[config.mk]
export PLATFORM = sky130hd
export DESIGN_NAME = trial_key_counter
export DESIGN_NICKNAME = d
export VERILOG_FILES = /design/src/rtl/tkc_pkg.sv /design/src/rtl/tkc_seq.sv /design/src/rtl/tkc_lowcnt.sv /design/src/rtl/tkc_blkreg.sv /design/src/rtl/tkc_delay.sv /design/src/rtl/trial_key_counter.sv
export SDC_FILE = /design/constraint.sdc
export NUM_CORES = 1
export LEC_CHECK = 0
export ABC_AREA = 1
export ABC_CLOCK_PERIOD_IN_PS = 2600
export CAP_MARGIN = 25
export CORE_MARGIN = 2
export CORE_UTILIZATION = 45
export CTS_CLUSTER_DIAMETER = 50
export CTS_CLUSTER_SIZE = 12
export DETAILED_ROUTE_END_ITERATION = 10
export PLACE_DENSITY_LB_ADDON = 0.2
export SYNTH_ARGS = -nofsm -noshare
export SYNTH_HDL_FRONTEND = slang
export SYNTH_HIERARCHICAL = 1
export SYNTH_SLANG_ARGS = --single-unit
[constraint.sdc]
create_clock -name clk -period 2.6 [get_ports clk]
set_clock_uncertainty 0.1 [all_clocks]
set_input_delay 0.52 -clock clk [delete_from_list [all_inputs] [get_ports clk]]
set_output_delay 0.52 -clock clk [all_outputs]
set_load 0.03 [all_outputs]
[src/rtl/tkc_pkg.sv]
package tkc_pkg;
  typedef enum logic [1:0] {
    ST_IDLE = 2'd0,
    ST_RUN  = 2'd1,
    ST_HALT = 2'd2,
    ST_DONE = 2'd3
  } tkc_state_e;
endpackage

[src/rtl/tkc_seq.sv]
module tkc_seq
  import tkc_pkg::*;
(
  input  logic       clk,
  input  logic       rst,
  input  logic       load,
  input  logic       restart,
  input  logic       inhibit,
  input  logic       match_halt,
  input  logic       at_max,
  output logic       cnt_clr,
  output logic       cnt_inc,
  output logic       eob,
  output tkc_state_e state
);
  tkc_state_e state_d, state_q;

  always_comb begin
    state_d = state_q;
    cnt_clr = 1'b0;
    cnt_inc = 1'b0;
    if (load) begin
      cnt_clr = 1'b1;
      state_d = ST_RUN;
    end else begin
      case (state_q)
        ST_IDLE: if (restart) state_d = ST_RUN;
        ST_RUN: begin
          if (match_halt) state_d = ST_HALT;
          else if (!inhibit) begin
            if (at_max) state_d = ST_DONE;
            else        cnt_inc = 1'b1;
          end
        end
        ST_HALT: if (restart) state_d = ST_RUN;
        default: state_d = ST_DONE;
      endcase
    end
  end

  always_ff @(posedge clk) begin
    if (rst) begin
      state_q <= ST_IDLE;
      eob     <= 1'b0;
    end else begin
      state_q <= state_d;
      eob     <= (state_d == ST_DONE);
    end
  end

  assign state = state_q;
endmodule

[src/rtl/tkc_lowcnt.sv]
module tkc_lowcnt #(
  parameter int CNT_W = 32
) (
  input  logic             clk,
  input  logic             rst,
  input  logic             clr,
  input  logic             inc,
  output logic [CNT_W-1:0] cnt,
  output logic             at_max
);
  localparam logic [CNT_W-1:0] ONE = CNT_W'(1);

  always_ff @(posedge clk) begin
    if (rst)      cnt <= '0;
    else if (clr) cnt <= '0;
    else if (inc) cnt <= cnt + ONE;
  end

  assign at_max = &cnt;
endmodule

[src/rtl/tkc_blkreg.sv]
module tkc_blkreg #(
  parameter int BLK_W = 48
) (
  input  logic             clk,
  input  logic             rst,
  input  logic             we,
  input  logic [BLK_W-1:0] din,
  output logic [BLK_W-1:0] blk
);
  always_ff @(posedge clk) begin
    if (rst)     blk <= '0;
    else if (we) blk <= din;
  end
endmodule

[src/rtl/tkc_delay.sv]
module tkc_delay #(
  parameter int W   = 32,
  parameter int LAT = 4
) (
  input  logic         clk,
  input  logic         rst,
  input  logic [W-1:0] din,
  output logic [W-1:0] dout
);
  generate
    if (LAT == 0) begin : g_pass
      assign dout = din;
    end else begin : g_pipe
      logic [W-1:0] stg [LAT];
      always_ff @(posedge clk) begin
        if (rst) begin
          for (int i = 0; i < LAT; i++) stg[i] <= '0;
        end else begin
          stg[0] <= din;
          for (int i = 1; i < LAT; i++) stg[i] <= stg[i-1];
        end
      end
      assign dout = stg[LAT-1];
    end
  endgenerate
endmodule

[src/rtl/trial_key_counter.sv]
module trial_key_counter
  import tkc_pkg::*;
#(
  parameter int BLK_W = 48,
  parameter int CNT_W = 32,
  parameter int LAT   = 4,
  localparam int KEY_W = BLK_W + CNT_W
) (
  input  logic             clk,
  input  logic             rst,
  input  logic             blk_load,
  input  logic [BLK_W-1:0] blk_num,
  input  logic             restart,
  input  logic             inhibit,
  input  logic             match_halt,
  output logic [KEY_W-1:0] trial_key,
  output logic             end_of_block,
  output logic [CNT_W-1:0] key_low,
  output logic [CNT_W-1:0] key_low_dly
);
  logic             cnt_clr, cnt_inc, at_max;
  logic [CNT_W-1:0] cnt;
  logic [BLK_W-1:0] blk;
  tkc_state_e       st;

  tkc_seq u_seq (
    .clk(clk), .rst(rst), .load(blk_load), .restart(restart),
    .inhibit(inhibit), .match_halt(match_halt), .at_max(at_max),
    .cnt_clr(cnt_clr), .cnt_inc(cnt_inc), .eob(end_of_block), .state(st)
  );

  tkc_lowcnt #(.CNT_W(CNT_W)) u_cnt (
    .clk(clk), .rst(rst), .clr(cnt_clr), .inc(cnt_inc),
    .cnt(cnt), .at_max(at_max)
  );

  tkc_blkreg #(.BLK_W(BLK_W)) u_blk (
    .clk(clk), .rst(rst), .we(blk_load), .din(blk_num), .blk(blk)
  );

  tkc_delay #(.W(CNT_W), .LAT(LAT)) u_dly (
    .clk(clk), .rst(rst), .din(cnt), .dout(key_low_dly)
  );

  assign trial_key = {blk, cnt};
  assign key_low   = cnt;
endmodule

## Word level (Yosys, flattened, before mapping)

Memories as Yosys holds them, arrays and structs flattened.
Index checks and enable logic that the tools add are counted.

- $add $sub $neg: 1
- $mul: 0
- Div/mod/pow operators: 0
- $lt $le $gt $ge: 0
- Eq/ne operators: 3
- Shift-type cells: 0
- Multiplexer cells: 19
- Bitwise logic cells: 4
- Reductions and logical operators: 4

Operator list:

| cell | number |
|---|---|
| 2-to-1 mux 32 bit | 4 |
| adder 32 x 1 -> 32 bit, second input constant | 1 |
| AND reduction 32 bit | 1 |
| 2-to-1 mux 2 bit | 5 |
| 2-to-1 mux 1 bit | 9 |
| == test 2 bit, second input constant | 2 |
| OR 1 bit | 4 |
| one-hot mux 2 bit (2 select lines) | 1 |
| OR reduction 2 bit | 2 |
| == test 2 x 1 -> 1 bit, second input constant | 1 |
| zero test 2 bit | 1 |

- Flip-flop bits (word level): 83
- Latch bits: 0
- Memory bits (writable): 128
- Memory bits (read-only): 0
- Bits of input ports: 54
- Logic and storage cells: 36
- Memories kept: 1

Memory list:

| name | words | bits a word | read ports | clocked after memory_dff | write ports | RTL line | text |
|---|---|---|---|---|---|---|---|
| u_dly.g_pipe.stg | 4 | 32 | 4 | 0 | 4 | tkc_delay.sv:14 | `logic [W-1:0] stg [LAT];` |

## Depth between registers and ports, before layout

Gate-level depths: netlist of run 1.

- Depth in word-level cells: 7
- Mapped depth: 14
- Depth with buffers taken out: 14

## Cells and area by module

Netlist of run 1, hierarchy kept.

By module, submodules not included:

| module | instances | cells each | area each (um^2) | seq. area each (um^2) |
|---|---|---|---|---|
| tkc_delay | 1 | 398 | 3,677.3 | 2,562.5 |
| tkc_blkreg | 1 | 305 | 1,976.9 | 960.9 |
| tkc_lowcnt | 1 | 297 | 1,895.6 | 640.6 |
| trial_key_counter | 1 | 32 | 240.2 | 0.0 |
| tkc_seq | 1 | 26 | 163.9 | 60.1 |

## Worst setup path after synthesis of run 1

Ideal clock, no wire load.

- Path kind: register to register
- Start point: register u_cnt.cnt[0]
- End point: register u_cnt.cnt[30]
- Arrival time: 2.123 ns
- Slack: 0.261 ns
- Cell stages (with the launch flop): 14
- Period minus slack after synthesis: 2.339 ns
- Cell sequence: dfxtp_1 -> ha_1 -> nand3_1 -> nor3_2 -> and3_1 -> nor3_1 -> buf_2 -> nand3_1 -> nor2_1 -> nand2_1 -> nor2_1 -> nand3_1 -> nand2_1 -> nor2_1

- Cells in the longest elaborated chain, start to end: 6
- Elaborated cells between the ends (all ways): 7

Ends and longest elaborated chain:

| what | RTL line | text |
|---|---|---|
| start, declared | tkc_lowcnt.sv:8 | `output logic [CNT_W-1:0] cnt,` |
| start signal, assigned | tkc_lowcnt.sv:16 | `else if (inc) cnt <= cnt + ONE;` |
| AND reduction 32 bit | tkc_lowcnt.sv:19 | `assign at_max = &cnt;` |
| via at_max | trial_key_counter.sv:21 | `logic cnt_clr, cnt_inc, at_max;` |
| 2-to-1 mux 1 bit | tkc_seq.sv:31 | `if (at_max) state_d = ST_DONE;` |
| 2-to-1 mux 1 bit | tkc_seq.sv:30 | `else if (!inhibit) begin` |
| 2-to-1 mux 1 bit | tkc_seq.sv:29 | `if (match_halt) state_d = ST_HALT;` |
| 2-to-1 mux 1 bit | tkc_seq.sv:26 | `case (state_q)` |
| 2-to-1 mux 1 bit | tkc_seq.sv:22 | `if (load) begin` |
| via cnt_inc | trial_key_counter.sv:21 |  |

The timed path passes the listed nets, and every way through them passes these cells.
A chain may end at the register's enable or synchronous reset.

## Final worst setup path of run 1

- Start point: register u_cnt.cnt[0]
- End point: register u_cnt.cnt[24]

Same word-level chain as after synthesis.

==> flow_summary.toml, run 1 <==
[grt]
grt-ovfl-total = 0
antenna_found_initial = 0
grt_max_degree = 93
grt_pass1_vias = 5613
grt_pass1_wl_um = 26500
globalRouteTotalUtil_pct = 17.35

[run]
drv_cap = 0

[final_layout]
fin_util_pct = 61.39
layout-drive-gt1-share_pct = 7.968
design_area_sq_um = 10620
fin_nets = 1304
diodes = 0
area_delta_synth_final_pct = 33.51

[synthesis]
synthFlopType = "dfxtp_1"
synth_largest_area_cell = "dfxtp_1"
synth_seq_cells = 211
synth.most_common_cell = "nor2_1"
syn_avg_cell_area_sq_um = 7.518
syn_inst = 1058
ys_types = 29
async_flop_share_pct = 0
yosys_warnings = 6
synth.cell_area_sq_um = 7954
yosysSeqAreaShare_pct = 53.11
synthTopCellsByCount = "nor2_1 (276), inv_1 (223), dfxtp_1 (211), nand2_1 (177), buf_4 (35)"
syn_nets = 1113
synth_area_leaders = "dfxtp_1 (53%), nor2_1 (13%), inv_1 (11%)"
synth_edf_count = 0
synth_top_area_share_pct = 53.11

[setup_path]
r2r-start = "u_cnt/cnt[0]"
rr_endpoint = "u_cnt/cnt[24]"
rrSetupSlack_ns = 0.22
crit_required_ns = 2.88
rr_worst_depth = 13
crit_start = "u_cnt/cnt[0]"
worst_ep_arrival_time_ns = 2.66
critical_path.endpoint_type = "flop"
criticalPathCategory = "reg2reg"
cp-start-kind = "flop"
worst-path-max-fanout = 12

[clock_tree]
cts_made_buffers = 23
cts_sinks = 211
hold_buffers = 0
cts-root-buf = "clkbuf_16"
clock_path_buffers = 3
clkSlewWorstSetupHoldPaths_ns = 0.06
h-tree-depth = 1
clock_latency_ns = 0.49
cts_tree = "built"

[route]
drtPass1Iterations = 6
wl_per_cell_um = 11.42
dr_total_vias = 6293
ant_nets = 0
drc_errors = 0
drt_iter0_markers = 326
routed_via_density = 4.252
drt_wl_total_um = 16910

[power]
peakVddDrop_v = 0.0003889
leakagePower_nw = 4.575
p_per_area_nw_per_um2 = 630.0

[placed_design]
placed_area_sq_um = 9955
io_buffers = 198
place_congestion = 0.8675
pre_cts_ws_ns = 0.06857
dpl.hpwl_um = 11650

[die]
die_area_sq_um = 18760
rows = 48
core_area_sq_um = 17300
io_pins = 199
die_h_um = 137.0
die-width_um = 137.0
floorplan.initialDensity_pct = 45.99

[sta]
finalSetupTns_ns = 0
fin_ws_ns = 0.2233
min_period_over_period_pct = 91.41
worst_hold_slack_ns = 0.2956
rsz0062_at_grt = "no"
slew_headroom_pct = 66.25
fmaxAchievable_mhz = 420.8
period_needed_ns = 2.377
setup_violations = 0
hold_viol = 0
slew_violations = 0
max_slew.worst_pin.slew_ns = 0.5063

[min_path]
hold_class = "reg2reg"
holdPathStages = 2
whs_endpoint = "u_dly/g_pipe.stg[2][22]"
worstHoldStart = "u_dly/g_pipe.stg[1][22]"

[run_status]
status = "completed"
area by class of cell:
cell class                      instances  area [sq um]
Inverter                              228         855.8
Clock inverter                          6         62.56
Tap cell                              225         281.5
Clock buffer                           25         593.1
Multi-Input combinational cell        552          2351
Fill cell                            1612          6678
Sequential cell                       211          4225
Timing Repair Buffer                  233          2250
through the flow:
step / instances / power [W]
2_1_floorplan: 1058 / 0.003682
3_3_place_gp: 1449 / 0.003869
3_5_place_dp: 1449 / 0.003877
4_1_cts: 1480 / 0.006787
5_1_grt: 1480 / 0.006943
6_report: 1480 / 0.006690
cell usage in the layout (no fill, tap or decap), types with 2 or more instances in the layout:
| cell | instances |
|---|---|
| nor2_1 | 275 |
| inv_1 | 223 |
| dfxtp_1 | 210 |
| clkdlybuf4s50_1 | 196 |
| nand2_1 | 177 |
| buf_4 | 35 |
| nand3_1 | 25 |
| clkbuf_16 | 23 |
| a21oi_1 | 20 |
| nand4_1 | 10 |
| nor2_2 | 8 |
| o21ai_0 | 7 |
| nand2_2 | 6 |
| inv_2 | 5 |
| nor2_4 | 4 |
| clkinv_2 | 3 |
| nor3_1 | 3 |
| nor2_8 | 3 |
| nand2_4 | 2 |
| nor3_2 | 2 |
| nand3b_1 | 2 |
kinds of logic after synthesis:
| group | synth area share, % |
|---|---|
| AOI/OAI and AO/OA | 1.966 |
| and+or+nand+nor | 27.23 |
| DFF | 53.11 |
| adders and majority gates | 0.1573 |
| buffers and inverters | 17.43 |
| xor gates and xnor gates | 0.1101 |
sequential cells by signal, summed over array words and instances (netlist names):
name and flops:
u_seq/state 2, u_seq/eob 1, u_dly/g_pipe.stg 128, u_blk/blk 48, u_cnt/cnt 32
critical path, stage by stage, from the launching register on:
cell      delay, ns
dfxtp_1        0.32
ha_1           0.21
nand3_1        0.14
nor3_2         0.06
and3_1         0.19
nor3_1         0.19
buf_4          0.22
nand2_1        0.11
nor2_2         0.18
nand3b_1       0.17
inv_1          0.15
nand3_1        0.10
nand2_1        0.08
nor2_1         0.04
where the power goes:
| group | total (W) | leakage [nW] | internal (W) | switching [W] |
|---|---|---|---|---|
| Combinational | 0.000489 | 2.54 | 0.000212 | 0.000277 |
| Sequential | 0.00331 | 1.71 | 0.00329 | 0.0000257 |
| Clock | 0.00289 | 0.326 | 0.00171 | 0.00117 |
routing by layer:
| metal | wire (um) | up-vias | GRT usage (%) |
|---|---|---|---|
| met1 | 7784 | 2707 | 22.60 |
| met5 | 0 | - | 0 |
| met3 | 1129 | 39 | 3.370 |
| li1 | - | 3375 | - |
| met2 | 7524 | 172 | 28.61 |
| met4 | 469 | 0 | 6.300 |
worst max path at each step:
stage | depth (start not counted) | to | slack [ns]
6_report | 13 | u_cnt/cnt[24] | 0.22
5_1_grt | 13 | u_cnt/cnt[24] | 0.04
4_1_cts | 2 | trial_key[19] | 0.20
3_5_place_dp | 12 | u_cnt/cnt[24] | 0.07
3_3_place_gp | 12 | u_cnt/cnt[16] | 0.15
2_1_floorplan | 13 | u_cnt/cnt[30] | 0.26
repair_timing:
item	CTS	global route
setup endpoints to repair	0	2
gates resized for setup	0	3
hold endpoints to repair	0	0
setup buffers	0	0
Note: power is estimated with default switching activity, not from simulation.
==> run 2, diff against run 1 <==
MAX_ROUTING_LAYER = met4   (was unset)
==> flow_summary.toml, run 2 (synthesis gave the netlist of run 1 again) <==
[run_status]
status = "completed"

[grt]
globalRouteTotalUtil_pct = 17.86
grt_pass1_wl_um = 26500
grt_max_degree = 93
grt_pass1_vias = 5604
antenna_found_initial = 0
grt-ovfl-total = 0

[final_layout]
regArea_sq_um = 4225
final_common_cell = "nor2_1"
stdcell_count = 1480
layout-drive-gt1-share_pct = 7.968
layout_common_cells = "nor2_1 (275), inv_1 (223), dfxtp_1 (210)"
area_delta_synth_final_pct = 33.51
multiInputGateArea_sq_um = 2351
num-fill-cells = 1612
reg_top3 = "u_dly/g_pipe.stg (128), u_blk/blk (48), u_cnt/cnt (32)"
diodes = 0
fin_nets = 1304
regMostFlops = "u_dly/g_pipe.stg"
largest_reg_flops = 128

[setup_path]
criticalPathCategory = "reg2reg"
worst_ep_arrival_time_ns = 2.65
crit_chain = "ha_1 -> nand3_1 -> nor3_2 -> and3_1 -> nor3_1 -> buf_4 -> nand2_1 -> nor2_2 -> nand3b_1 -> inv_1 -> nand3_1 -> nand2_1 -> nor2_1"
critPathBufInv = 2
cp_slowest_cell = "dfxtp_1"
cp-start-kind = "flop"
critical_path.endpoint_type = "flop"
crit_family = "simple AND/OR/NAND/NOR gates"
worst-path-max-fanout = 12
cpPeakStageDelay_ns = 0.32
crit_required_ns = 2.88

[power]
leakagePower_nw = 4.575
p_per_area_nw_per_um2 = 630.1
peakVddDrop_v = 0.0003893

[route]
drc_errors = 0
highest_layer = "met4"
drt_wl_total_um = 16970
wl_per_cell_um = 11.47
dr_total_vias = 6304
wl_met1_um = 7799
drtPass1Iterations = 4
routed_via_density = 4.259
dr_wl_met3_um = 1169
drt_iter0_markers = 341
ant_nets = 0
met2WireLength_um = 7546

[sta]
setup_violations = 0
fmaxAchievable_mhz = 421.2
rsz0062_at_grt = "no"
slew_violations = 0
finalSetupTns_ns = 0
min_period_over_period_pct = 91.32
hold_viol = 0
max_slew.worst_pin.slew_ns = 0.5121
period_needed_ns = 2.374
slew_headroom_pct = 65.86

[clock_tree]
cts_tree = "built"
h-tree-depth = 1
cts_sinks = 211
clock_latency_ns = 0.49
cts-root-buf = "clkbuf_16"
clkSlewWorstSetupHoldPaths_ns = 0.06
hold_buffers = 0
cts_made_buffers = 23
clock_path_buffers = 3

[die]
rows = 48
io_pins = 199
die-width_um = 137.0
die_area_sq_um = 18760
core_area_sq_um = 17300
floorplan.initialDensity_pct = 45.99
die_h_um = 137.0

[placed_design]
dpl.hpwl_um = 11650
io_buffers = 198
dpl.cell_count = 1449
place_congestion = 0.8816

[run]
drv_cap = 0

[min_path]
hold_class = "reg2reg"
run 2: cell type report:
class                   instances  area share (%)
inverters                     228           8.059
flip-flops and latches        211           39.79
well taps                     225           2.651
repair buffers                233           21.19
clock buffers                  25           5.585
clock inverters                 6          0.5891
multi-input cells             552           22.14
run 2: metal layers:
layer | vias up | track usage (%)
met5 | - | -
li1 | 3373 | -
met4 | 0 | 6.300
met1 | 2712 | 22.65
met3 | 37 | 3.259
met2 | 182 | 28.66
run 2: worst min-delay path, stage by stage, from the launching register on:
cell and delay [ns]:
dfxtp_1 0.29, inv_1 0.04, nor2_1 0.03
run 2: power by group:
part | internal [W] | switching [W] | leakage, nW
Clock | 0.00171 | 0.00117 | 0.326
Sequential | 0.00329 | 0.0000257 | 1.71
Combinational | 0.000212 | 0.000277 | 2.54
run 2: per-stage QoR:
step                      hold slack (ns)  util (%)  setup WS (ns)  area, sq um  total power (W)
final                              0.2957     61.39         0.2258        10620         0.006691
after global routing               0.3065     61.39        0.03550        10620         0.006943
after CTS                          0.2972     61.34         0.2009        10610         0.006787
after detailed placement           0.2921     57.55        0.06857         9955         0.003877
after global placement             0.2892     57.55         0.1503         9955         0.003869
after floorplan                    0.2883         -         0.2608         7954         0.003682
run 2: timing repair:
item	in CTS	in global routing
endpoints found under the setup margin	0	2
buffers inserted	0	0
gates resized for setup	0	3
run 2: path summary, 6_finish.rpt:
kind                      startpoint                      end  slack [ns]  depth (start not counted)
max                     u_cnt/cnt[0]            u_cnt/cnt[24]        0.23                         13
min          u_dly/g_pipe.stg[1][22]  u_dly/g_pipe.stg[2][22]        0.30                          2
min reg2reg  u_dly/g_pipe.stg[1][22]  u_dly/g_pipe.stg[2][22]        0.30                          2
max reg2reg             u_cnt/cnt[0]            u_cnt/cnt[24]        0.23                         13
